--- src/rtl/hmb_pkg.sv ---
package hmb_pkg;
  localparam int BIT_RX_IE = 7;
  localparam int BIT_TX_IE = 6;
  localparam int BIT_DCD   = 5;
  localparam int BIT_RBRK  = 4;
  localparam int BIT_DTR   = 3;
  localparam int BIT_SBRK  = 2;
  localparam int BIT_RXF   = 1;
  localparam int BIT_TXE   = 0;
  localparam int STAT_W    = 8;

  typedef enum logic {
    SEL_DATA   = 1'b0,
    SEL_STATUS = 1'b1
  } reg_sel_e;
endpackage

--- src/rtl/hmb_host_sync.sv ---
module hmb_host_sync #(
  parameter int DW          = 8,
  parameter int SYNC_STAGES = 2
) (
  input  logic                  clk,
  input  logic                  rst,
  input  logic                  cs_n,
  input  logic                  rd_n,
  input  logic                  wr_n,
  input  logic                  addr,
  input  logic                  ser_sel,
  input  logic [DW-1:0]         din,
  output logic                  rd_evt,
  output logic                  wr_evt,
  output logic                  rd_active,
  output hmb_pkg::reg_sel_e     sel,
  output logic [DW-1:0]         din_s
);
  localparam int VW = DW + 5;
  // idle: cs/rd/wr high, addr low, ser high, data zero
  localparam logic [VW-1:0] IDLE = {{DW{1'b0}}, 5'b11101};

  logic [SYNC_STAGES-1:0][VW-1:0] stg;
  logic [VW-1:0] s;
  logic s_cs, s_rd, s_wr, s_addr, s_ser;
  logic prev_rd, prev_wr;

  always_ff @(posedge clk) begin
    if (rst) begin
      for (int i = 0; i < SYNC_STAGES; i++) stg[i] <= IDLE;
    end else begin
      stg[0] <= {din, cs_n, rd_n, wr_n, addr, ser_sel};
      for (int i = 1; i < SYNC_STAGES; i++) stg[i] <= stg[i-1];
    end
  end

  assign s = stg[SYNC_STAGES-1];
  assign {din_s, s_cs, s_rd, s_wr, s_addr, s_ser} = s;

  always_ff @(posedge clk) begin
    if (rst) begin
      prev_rd <= 1'b1;
      prev_wr <= 1'b1;
    end else begin
      prev_rd <= s_rd;
      prev_wr <= s_wr;
    end
  end

  assign rd_active = ~s_rd & ~s_cs & ~s_ser;
  assign rd_evt    = prev_rd & rd_active;
  assign wr_evt    = prev_wr & ~s_wr & ~s_cs & ~s_ser;
  assign sel       = hmb_pkg::reg_sel_e'(s_addr);

  assert_rd_once_R9: assert property (@(posedge clk) disable iff (rst)
    rd_evt |=> !rd_evt);
  assert_wr_once_R9: assert property (@(posedge clk) disable iff (rst)
    wr_evt |=> !wr_evt);
endmodule

--- src/rtl/hmb_regs.sv ---
module hmb_regs #(
  parameter int DW = 8
) (
  input  logic                      clk,
  input  logic                      rst,
  input  logic                      rd_evt,
  input  logic                      wr_evt,
  input  logic                      rd_active,
  input  hmb_pkg::reg_sel_e         sel,
  input  logic [DW-1:0]             din_s,
  input  logic                      ctl_rx_load,
  input  logic [DW-1:0]             ctl_rx_byte,
  input  logic                      ctl_tx_take,
  input  logic                      ctl_dcd,
  input  logic                      ctl_rbrk,
  output logic [hmb_pkg::STAT_W-1:0] status,
  output logic [DW-1:0]             tx_byte,
  output logic [DW-1:0]             dout
);
  import hmb_pkg::*;

  logic rx_ie, tx_ie, dtr, sbrk, dcd_q, rbrk_q, rx_full, tx_empty;
  logic [DW-1:0] rx_byte;
  logic stat_wr, data_wr, data_rd;

  assign stat_wr = wr_evt && (sel == SEL_STATUS);
  assign data_wr = wr_evt && (sel == SEL_DATA);
  assign data_rd = rd_evt && (sel == SEL_DATA);

  // host-owned bits
  always_ff @(posedge clk) begin
    if (rst) begin
      rx_ie <= 1'b0;
      tx_ie <= 1'b0;
      dtr   <= 1'b0;
      sbrk  <= 1'b0;
    end else if (stat_wr) begin
      rx_ie <= din_s[BIT_RX_IE];
      tx_ie <= din_s[BIT_TX_IE];
      dtr   <= din_s[BIT_DTR];
      sbrk  <= din_s[BIT_SBRK];
    end
  end

  // controller-owned bits
  always_ff @(posedge clk) begin
    if (rst) begin
      dcd_q  <= 1'b1;
      rbrk_q <= 1'b0;
    end else begin
      dcd_q  <= ctl_dcd;
      rbrk_q <= ctl_rbrk;
    end
  end

  // handshake flags: a new event from the filling side wins
  always_ff @(posedge clk) begin
    if (rst) begin
      rx_full  <= 1'b0;
      tx_empty <= 1'b1;
    end else begin
      if (ctl_rx_load)  rx_full <= 1'b1;
      else if (data_rd) rx_full <= 1'b0;
      if (data_wr)          tx_empty <= 1'b0;
      else if (ctl_tx_take) tx_empty <= 1'b1;
    end
  end

  always_ff @(posedge clk) begin
    if (rst) begin
      rx_byte <= '0;
      tx_byte <= '0;
    end else begin
      if (ctl_rx_load) rx_byte <= ctl_rx_byte;
      if (data_wr)     tx_byte <= din_s;
    end
  end

  always_comb begin
    status            = '0;
    status[BIT_RX_IE] = rx_ie;
    status[BIT_TX_IE] = tx_ie;
    status[BIT_DCD]   = dcd_q;
    status[BIT_RBRK]  = rbrk_q;
    status[BIT_DTR]   = dtr;
    status[BIT_SBRK]  = sbrk;
    status[BIT_RXF]   = rx_full;
    status[BIT_TXE]   = tx_empty;
  end

  always_ff @(posedge clk) begin
    if (rst)                    dout <= '0;
    else if (!rd_active)        dout <= '0;
    else if (sel == SEL_STATUS) dout <= DW'(status);
    else                        dout <= rx_byte;
  end

  assert_rx_set_R3: assert property (@(posedge clk) disable iff (rst)
    ctl_rx_load |=> rx_full);
  assert_rx_clr_R3: assert property (@(posedge clk) disable iff (rst)
    (data_rd && !ctl_rx_load) |=> !rx_full);
  assert_tx_clr_R2: assert property (@(posedge clk) disable iff (rst)
    data_wr |=> !tx_empty);
  assert_dcd_ro_R5: assert property (@(posedge clk) disable iff (rst)
    stat_wr |=> dcd_q == $past(ctl_dcd));
  assert_dout_idle_R7: assert property (@(posedge clk) disable iff (rst)
    !rd_active |=> dout == '0);
endmodule

--- src/rtl/hmb_irq.sv ---
module hmb_irq (
  input  logic clk,
  input  logic rst,
  input  logic rx_full,
  input  logic tx_empty,
  input  logic rx_ie,
  input  logic tx_ie,
  output logic irq_n
);
  always_ff @(posedge clk) begin
    if (rst) irq_n <= 1'b1;
    else     irq_n <= ~((rx_full & rx_ie) | (tx_empty & tx_ie));
  end

  assert_irq_quiet_R6: assert property (@(posedge clk) disable iff (rst)
    !(rx_ie || tx_ie) |=> irq_n);
endmodule

--- src/rtl/host_mailbox.sv ---
module host_mailbox #(
  parameter int DW          = 8,
  parameter int SYNC_STAGES = 2
) (
  input  logic          clk,
  input  logic          rst,
  input  logic          host_cs_n,
  input  logic          host_rd_n,
  input  logic          host_wr_n,
  input  logic          host_addr,
  input  logic          host_ser_sel,
  input  logic [DW-1:0] host_din,
  output logic [DW-1:0] host_dout,
  output logic          host_irq_n,
  input  logic          ctl_rx_load,
  input  logic [DW-1:0] ctl_rx_byte,
  input  logic          ctl_tx_take,
  output logic [DW-1:0] ctl_tx_byte,
  input  logic          ctl_dcd,
  input  logic          ctl_rbrk,
  output logic          ctl_rx_full,
  output logic          ctl_tx_empty,
  output logic          ctl_dtr,
  output logic          ctl_sbrk
);
  import hmb_pkg::*;

  logic rd_evt, wr_evt, rd_active;
  reg_sel_e sel;
  logic [DW-1:0] din_s;
  logic [STAT_W-1:0] status;

  hmb_host_sync #(.DW(DW), .SYNC_STAGES(SYNC_STAGES)) u_sync (
    .clk(clk), .rst(rst), .cs_n(host_cs_n), .rd_n(host_rd_n),
    .wr_n(host_wr_n), .addr(host_addr), .ser_sel(host_ser_sel),
    .din(host_din), .rd_evt(rd_evt), .wr_evt(wr_evt),
    .rd_active(rd_active), .sel(sel), .din_s(din_s)
  );

  hmb_regs #(.DW(DW)) u_regs (
    .clk(clk), .rst(rst), .rd_evt(rd_evt), .wr_evt(wr_evt),
    .rd_active(rd_active), .sel(sel), .din_s(din_s),
    .ctl_rx_load(ctl_rx_load), .ctl_rx_byte(ctl_rx_byte),
    .ctl_tx_take(ctl_tx_take), .ctl_dcd(ctl_dcd), .ctl_rbrk(ctl_rbrk),
    .status(status), .tx_byte(ctl_tx_byte), .dout(host_dout)
  );

  hmb_irq u_irq (
    .clk(clk), .rst(rst),
    .rx_full(status[BIT_RXF]), .tx_empty(status[BIT_TXE]),
    .rx_ie(status[BIT_RX_IE]), .tx_ie(status[BIT_TX_IE]),
    .irq_n(host_irq_n)
  );

  assign ctl_rx_full  = status[BIT_RXF];
  assign ctl_tx_empty = status[BIT_TXE];
  assign ctl_dtr      = status[BIT_DTR];
  assign ctl_sbrk     = status[BIT_SBRK];

  assert_ser_no_wr_R8: assert property (@(posedge clk) disable iff (rst)
    (host_ser_sel && $past(host_ser_sel) && !ctl_tx_take) |=> $stable(ctl_tx_byte));
  assert_irq_rx_R6: assert property (@(posedge clk) disable iff (rst)
    (ctl_rx_full && status[BIT_RX_IE]) |=> !host_irq_n);
endmodule

--- config.mk ---
export PLATFORM = sky130hd
export DESIGN_NAME = host_mailbox
export DESIGN_NICKNAME = d
export VERILOG_FILES = /design/src/rtl/hmb_pkg.sv /design/src/rtl/hmb_host_sync.sv /design/src/rtl/hmb_regs.sv /design/src/rtl/hmb_irq.sv /design/src/rtl/host_mailbox.sv
export SDC_FILE = /design/constraint.sdc
export NUM_CORES = 1
export LEC_CHECK = 0
export BUFFER_PORTS_ARGS = -buffer_cell sky130_fd_sc_hd__buf_2
export CAP_MARGIN = 20
export CORE_UTILIZATION = 44
export CTS_CLUSTER_SIZE = 20
export DETAILED_ROUTE_END_ITERATION = 10
export GPL_ROUTABILITY_DRIVEN = 0
export GPL_TIMING_DRIVEN = 0
export PLACE_DENSITY = 0.67
export SLEW_MARGIN = 20
export SYNTH_ARGS = -nofsm -noshare
export SYNTH_HDL_FRONTEND = slang
export SYNTH_SLANG_ARGS = --single-unit
--- constraint.sdc ---
create_clock -name clk -period 1.7 [get_ports clk]
set_clock_uncertainty 0.05 [all_clocks]
set_input_delay 0.085 -clock clk [delete_from_list [all_inputs] [get_ports clk]]
set_output_delay 0.085 -clock clk [all_outputs]
set_load 0.01 [all_outputs]
Word level (Yosys, flattened, before mapping)
Cells that the tools add are included.
{ "totals": {"reg_bits": 61, "out_inout_bits": 21} }
{ "classes": {"n_mux": 5, "n_bitwise": 16, "reduce_logical": 6} }
{ "op_table": {"columns": ["op", "n"], "rows": [
  ["bitwise AND 1 bit", 8],
  ["two-way mux 8 bit", 1],
  ["NOT 1 bit", 7],
  ["two-way mux 1 bit", 4],
  ["nonzero test 2 bit", 2],
  ["logical AND 1 bit", 3],
  ["OR reduction 2 bit", 1],
  ["OR 1 bit", 1]
]} }

Depth between registers and ports, before layout
Gate-level depths: netlist of the first run.
{ "logic_depth": {"depth_word": 7, "mapped_depth": 4, "mapped_depth_nobuf": 3} }

Cells and area by module
Synthesis of the first run repeated with hierarchy kept, for this count alone.
{ "unflattened": {"cells_unflattened": 194, "hier_area_um2": 2170.8} }
{ "modules_own_cells": {"columns": ["mod", "n_inst", "cells_each", "area_each_um2", "seq_area_each_um2"], "rows": [
  ["hmb_regs", 1, 122, 1292.5, 640.6],
  ["hmb_host_sync", 1, 69, 844.6, 560.5],
  ["hmb_irq", 1, 3, 33.8, 20.0]
]} }

Worst setup path after synthesis of the first run
No wires, ideal clock.
{ "synth_timing": {"path_kind": "reg-to-reg", "startpoint": "reg u_sync.stg (netlist bit u_sync.s[2])", "endpoint": "reg u_regs.tx_byte[0]", "setup_time_ns": 0.072, "arrival_ns": 1.065, "setup_slack_ns": 0.514, "stages_incl_launch_ff": 5, "synth_period_minus_slack_ns": 1.186, "path_cell_list": "dfxtp_1 > nor4b_2 > nor2b_1 > buf_4 > mux2i_1"} }
{ "synth_between": {"elab_chain_len": 5} }
{ "synth_rtl": {"columns": ["item", "line_no", "rtl"], "rows": [
  ["start, declared", "hmb_host_sync.sv:23", "logic [SYNC_STAGES-1:0][VW-1:0] stg;"],
  ["NOT 1 bit", "hmb_host_sync.sv:52", "assign wr_evt = prev_wr & ~s_wr & ~s_cs & ~s_ser;"],
  ["bitwise AND 1 bit (3 in series)", "hmb_host_sync.sv:52", null],
  ["logical AND 1 bit", "hmb_regs.sv:27", "assign data_wr = wr_evt && (sel == SEL_DATA);"],
  ["end signal, assigned", "hmb_regs.sv:75", "if (data_wr) tx_byte <= din_s;"],
  ["end, declared", "hmb_regs.sv:17", "output logic [DW-1:0] tx_byte,"]
]} }
No other way between the ends.
A chain may end at the register's enable or synchronous reset.

Final worst setup path of the first run
{ "layout_timing": {"startpoint": "in rst", "endpoint": "reg u_regs.dout[6]"} }
{ "layout_between": {"elab_chain_len": 1} }
{ "layout_rtl": {"columns": ["item", "line_no", "rtl"], "rows": [
  ["start, declared", "host_mailbox.sv:6", "input logic rst,"],
  ["OR reduction 2 bit (no line)", null, null],
  ["end signal, assigned", "hmb_regs.sv:94", "else if (sel == SEL_STATUS) dout <= DW'(status);"],
  ["end signal, assigned", "hmb_regs.sv:95", "else dout <= rx_byte;"],
  ["end, declared", "hmb_regs.sv:18", "output logic [DW-1:0] dout"]
]} }
No other way between the ends.

==> results of run 1 <==
## cell families (layout without fill, tap and decap cells)
logic type             count (synthesis)  count (layout)  share of synthesized area (%)
DFF                                   61              61                           60.2
AOI/OAI and AO/OA                      4               4                           1.42
buffers and inverters                 11              97                           2.78
and+or+nand+nor                       73              73                           21.7
muxes                                 28              28                           13.8
## flip-flops by register name, indices dropped and copies added, names as in the netlist, 8 cells and up
register,flops
u_regs.dout,8
u_regs.rx_byte,8
u_sync.s,13
u_sync.stg,13
u_regs.tx_byte,8
## through the flow
stage          instance area [µm²]  setup WS [ns]  hold WS, ns
2_1_floorplan                 2030          0.514        0.139
3_3_place_gp                  2320          0.398        0.220
3_5_place_dp                  2320          0.391        0.222
4_1_cts                       2750          0.351       0.0833
5_1_grt                       2750          0.258        0.108
6_report                      2750          0.350       0.0914
## what timing repair did
action                                  in CTS  in global routing
endpoints found under the setup margin       0                  0
endpoints found under the hold margin       25                  0
setup buffers                                0                  0
hold buffers                                25                  0
## worst min path at each step
stage                                        to  slack [ns]  depth (start not counted)
floorplan               u_regs.dcd_q$_SDFF_PP1_        0.14                          1
global placement       u_sync.stg[2]$_SDFF_PP1_        0.22                          2
detailed placement     u_sync.stg[2]$_SDFF_PP1_        0.22                          2
CTS                 u_regs.rx_full$_SDFFE_PP0P_        0.08                          3
global route        u_regs.rx_full$_SDFFE_PP0P_        0.11                          3
finish              u_regs.rx_full$_SDFFE_PP0P_        0.09                          3
## power breakdown
group | switching, W | leakage, nW | internal [W] | total (W)
Sequential | 0.0000158 | 0.500 | 0.00148 | 0.00149
Clock | 0.000481 | 0.0926 | 0.000639 | 0.00112
Combinational | 0.0000652 | 0.596 | 0.000109 | 0.000174
Total | 0.000562 | 1.19 | 0.00222 | 0.00279
## layout make-up
class | instances | area (µm²) | share of cell area [%]
Clock buffer | 14 | 173 | 6.28
Multi-Input combinational cell | 105 | 749 | 27.3
Sequential cell | 61 | 1220 | 44.4
Inverter | 1 | 3.75 | 0.136
Tap cell | 52 | 65.1 | 2.37
Clock inverter | 1 | 5.00 | 0.182
Timing Repair Buffer | 71 | 480 | 17.5
Buffer | 10 | 52.6 | 1.91
## cell usage after synthesis
| master | instances | share of area [%] |
|---|---|---|
| buf_4 | 1 | 0.37 |
| inv_1 | 1 | 0.19 |
| buf_6 | 1 | 0.56 |
| or3_1 | 1 | 0.31 |
| or2_2 | 10 | 3.1 |
| nor2_2 | 8 | 2.5 |
| nor4b_2 | 1 | 0.74 |
| a22oi_1 | 1 | 0.37 |
| o41ai_1 | 1 | 0.43 |
| dfxtp_1 | 61 | 60 |
| clkbuf_1 | 5 | 0.93 |
| buf_2 | 3 | 0.74 |
| a21oi_1 | 1 | 0.25 |
| nor2b_1 | 20 | 6.2 |
| nand2b_1 | 21 | 6.5 |
| nor2_1 | 9 | 1.7 |
| mux2i_1 | 28 | 14 |
| nand2_1 | 1 | 0.19 |
| o21bai_1 | 1 | 0.37 |
| or2_1 | 2 | 0.62 |
## metal layers
metal | routed length (µm) | vias to the layer above | global-route usage (%)
li1 | - | 728 | -
met1 | 1670 | 606 | 19.4
met2 | 1600 | 35 | 24.3
met3 | 123 | 13 | 4.76
met4 | 94 | 0 | 9.78
met5 | 0 | - | 0
## critical path, cell delays in order
cell and delay [ns]:
dlygate4sd3_1 0.53, buf_2 0.16, or2_1 0.21, or3_1 0.32, buf_6 0.16, nor2_2 0.09
==> flow_summary.toml, run 1 <==
[outcome]
status = "finished clean"

[power]
vdd_ir_drop_max_mv = 0.540
cellLeakagePower_nw = 1.19
power_w = 0.00279
power-per-cell-area_mw_per_mm2 = 1010

[layout]
finalNonFillerCells = 315
area_growth_pct = 35.7
final_util_pct = 62.7
nFillCells = 369
drive_above_1_share_pct = 31.6
final_cell_mix = "dfxtp_1, buf_2, mux2i_1"
num_antenna_cells = 0
final_common_cell = "dfxtp_1"
nNetsFinal = 286

[sta]
setup_tns_ns = 0
drv_slew = 0
fin_crit_sh_pct = 79.4
period_needed_ns = 1.35
max_freq_mhz = 741
finalSetupViolCount = 0
worst_pin_slew_ns = 0.412
rsz0062_at_grt = "false"
relSlewSlack_pct = 72.5
timing.final.hold_violations = 0

[global_route]
grtUsageTotal_pct = 15.8
grt_max_degree = 11
grt_pass1_wl_mm = 5.91
gr-total-overflow = 0
grt_pass1_vias = 1323
antenna_found_initial = 0

[floorplanning]
start_util_pct = 46.2
die_area_mm2 = 0.00488
die_height_um = 69.9
rows = 24
die_w_um = 69.9
core-area_mm2 = 0.00438
ioPinCount = 48

[setup_path]
crit_fanout = 8
r2r_cells = 4
r2r_start = "u_sync.s[4]$_SDFF_PP1_"
crit_end = "u_regs.dout[6]$_SDFF_PP0_"
worstSetupEndpointType = "register"
rrSetupSlack_ns = 0.37
start_kind = "input pin"
worstPathRequired_ns = 1.91
worstSetupPathType = "in2reg"
worstSetupStartpoint = "rst"
reg2reg_to = "u_regs.tx_byte[4]$_SDFFE_PP0P_"
cp.arrival_ns = 1.56

[route]
ant_nets = 0
drt_iter0_markers = 35
wirelength_mm = 3.49
vias_per_cell = 4.39
drc = 0
wl_per_cell_um = 11.1
vias = 1382
firstDrtPassIters = 4

[synth]
yosys_warnings = 0
syn_area_mm2 = 0.00203
syn_inst = 177
synth_fp_nets = 204
ys_seq_elements = 61
synth-seq-area-share_pct = 60.2
syn_area_per_cell_um2 = 11.5
synth_cell_types = 20

[cts]
htreeDepth = 3
clock-sinks = 61
clk_pin_slew_ns = 0.06
clockRootBuffer = "clkbuf_8"
cts_made_buffers = 9
clk_latency_ns = 0.32
cts-resized-gates = 0
cts_tree = "done"
max-clock-path-buffers = 2

[flow_run]
maxCapViolCount = 0

[hold_path]
min_path_type = "in2reg"
hp-start = "ctl_rx_load"

[placement]
port_buffers = 46
placed_cells = 275
dpl.hpwl_mm = 2.20
(Power assumes the default switching activity.)
==> inputs of run 2 (changes only) <==
- PLACE_DENSITY: 0.67 -> 0.7
- clock period: 1.7 -> 1.13 ns (I/O delays scaled with it)
==> run 2 against run 1 <==
  * The run now ends with negative hold slack, negative setup slack left
  * Clock power up 63%
  * Combinational power up 60%
  * Final cell count up 0.95%
  * Sequential share of layout area down 1.2 points
==> flow_summary.toml, run 2 (synthesized netlist as in run 1, its figures left out) <==
[sta]
setup_tns_ns = -1.55
finalSetupViolCount = 19
whs_ns = -0.00343
period_needed_ns = 1.26
fin_crit_sh_pct = 112
rsz0062_at_grt = "true"
drv_slew = 0
timing.final.hold_violations = 1
worst_slack_ns = -0.132
max_freq_mhz = 792
worst_pin_slew_ns = 0.399
relSlewSlack_pct = 73.4

[cts]
clk_latency_ns = 0.32
max-clock-path-buffers = 2
cts_made_buffers = 9
clk_pin_slew_ns = 0.06
clock-sinks = 61
cts_tree = "done"
clockRootBuffer = "clkbuf_8"
htreeDepth = 3

[placement]
dpl.hpwl_mm = 2.29
port_buffers = 46
placed_cells = 275

[setup_path]
crit_fanout = 5
max_stage_delay_ns = 0.33
r2r_cells = 4
cp_slowest_cell = "dfxtp_2"
critical_path.top_delay_family = "simple AND/OR/NAND/NOR gates"
crit_buf_inv = 1
reg2reg_to = "u_regs.tx_byte[3]$_SDFFE_PP0P_"
worstSetupPathType = "reg2reg"
r2r_start = "u_sync.s[2]$_SDFF_PP1_"
cp.arrival_ns = 1.46
rrSetupSlack_ns = -0.13
start_kind = "register"
worstSetupEndpointType = "register"
worstPathCellList = "nor4b_4 > nor2b_4 > buf_6 > mux2i_1"
worstPathRequired_ns = 1.33

[route]
firstDrtPassIters = 3
vias = 1421
vias_per_cell = 4.47
ant_nets = 0
wirelength_mm = 3.68
drc = 0
wl_per_cell_um = 11.6
drt_iter0_markers = 25

[power]
vdd_ir_drop_max_mv = 0.948
power-per-cell-area_mw_per_mm2 = 1530
cellLeakagePower_nw = 1.23
power_w = 0.00436

[global_route]
gr-total-overflow = 0
grt_max_degree = 11
grt_pass1_vias = 1344
grt_pass1_wl_mm = 5.89
antenna_found_initial = 0
grtUsageTotal_pct = 16.1

[layout]
area_growth_pct = 40.1
drive_above_1_share_pct = 36.1
nNetsFinal = 291
num_antenna_cells = 0
final_util_pct = 64.8
finalNonFillerCells = 318
nFillCells = 359
final_cell_mix = "dfxtp_1, buf_2, mux2i_1"
final_common_cell = "dfxtp_1"

[floorplanning]
ioPinCount = 48
core-area_mm2 = 0.00438
start_util_pct = 46.2
die_height_um = 69.9
die_area_mm2 = 0.00488
rows = 24
die_w_um = 69.9

[outcome]
status = "finished with violations"
violations = "negative hold slack, negative setup slack"

[hold_path]
min_path_type = "in2reg"
hp-start = "rst"
hold_depth = 2
hold_path_end = "u_sync.prev_rd$_SDFF_PP1_"

[flow_run]
maxCapViolCount = 0
## run 2: cell types whose count changed in the layout (fill, tap and decap cells not counted), moves of 2 or more
cell	before	now
buf_6	1	3
buf_4	1	6
clkbuf_1	7	5
dfxtp_2	0	4
dfxtp_1	61	57
## run 2: routing by layer
layer  wire, µm  up-vias  part of all wire, %  track usage [%]
li1           -      740                    -                -
met5          0        -                    0                0
met1       1620      640                   44             18.4
met4         70        0                  1.9             8.00
met3        169        6                  4.6             5.92
met2       1820       35                   50             26.4
## run 2: how the worst max path moves through the flow
stage,slack (ns),start,to,cells after the start
floorplan,-0.06,u_sync.s[2]$_SDFF_PP1_,u_regs.tx_byte[0]$_SDFFE_PP0P_,4
global placement,-0.15,u_sync.s[4]$_SDFF_PP1_,u_regs.tx_byte[0]$_SDFFE_PP0P_,4
detailed placement,-0.16,u_sync.s[2]$_SDFF_PP1_,u_regs.tx_byte[3]$_SDFFE_PP0P_,4
CTS,-0.16,u_sync.s[4]$_SDFF_PP1_,u_regs.tx_byte[3]$_SDFFE_PP0P_,4
global route,-0.19,u_sync.s[2]$_SDFF_PP1_,u_regs.tx_byte[3]$_SDFFE_PP0P_,4
finish,-0.13,u_sync.s[2]$_SDFF_PP1_,u_regs.tx_byte[3]$_SDFFE_PP0P_,4
## run 2: layout make-up
class                           count  area, µm²  area share, %
Multi-Input combinational cell    105        781           27.5
Sequential cell                    61       1230           43.2
Clock buffer                       11        151           5.33
Tap cell                           52       65.1           2.29
Clock inverter                      2       35.0           1.23
Buffer                             10       62.6           2.20
Inverter                            1       3.75          0.132
Timing Repair Buffer               76        515           18.1
## run 2: power by group
part | total (W) | internal [W] | switching (W)
logic | 0.000279 | 0.000175 | 0.000104
registers | 0.00225 | 0.00222 | 0.0000273
clock network | 0.00183 | 0.00110 | 0.000732
## run 2: through the flow
step	area, µm²	setup WS [ns]	hold slack (ns)
global route	2840	-0.190	0.00359
finish	2840	-0.132	-0.00343
global placement	2320	-0.147	0.190
detailed placement	2320	-0.157	0.192
CTS	2810	-0.161	-0.0120
floorplan	2030	-0.0563	0.110
## run 2: what timing repair did
action | 4_1_cts | 5_1_grt
gates cloned | 1 | 0
pin swaps | 1 | 3
gates resized for setup | 10 | 3
hold buffers | 24 | 0
setup buffers | 2 | 3
endpoints found under the hold margin | 25 | 0
endpoints found under the setup margin | 22 | 22
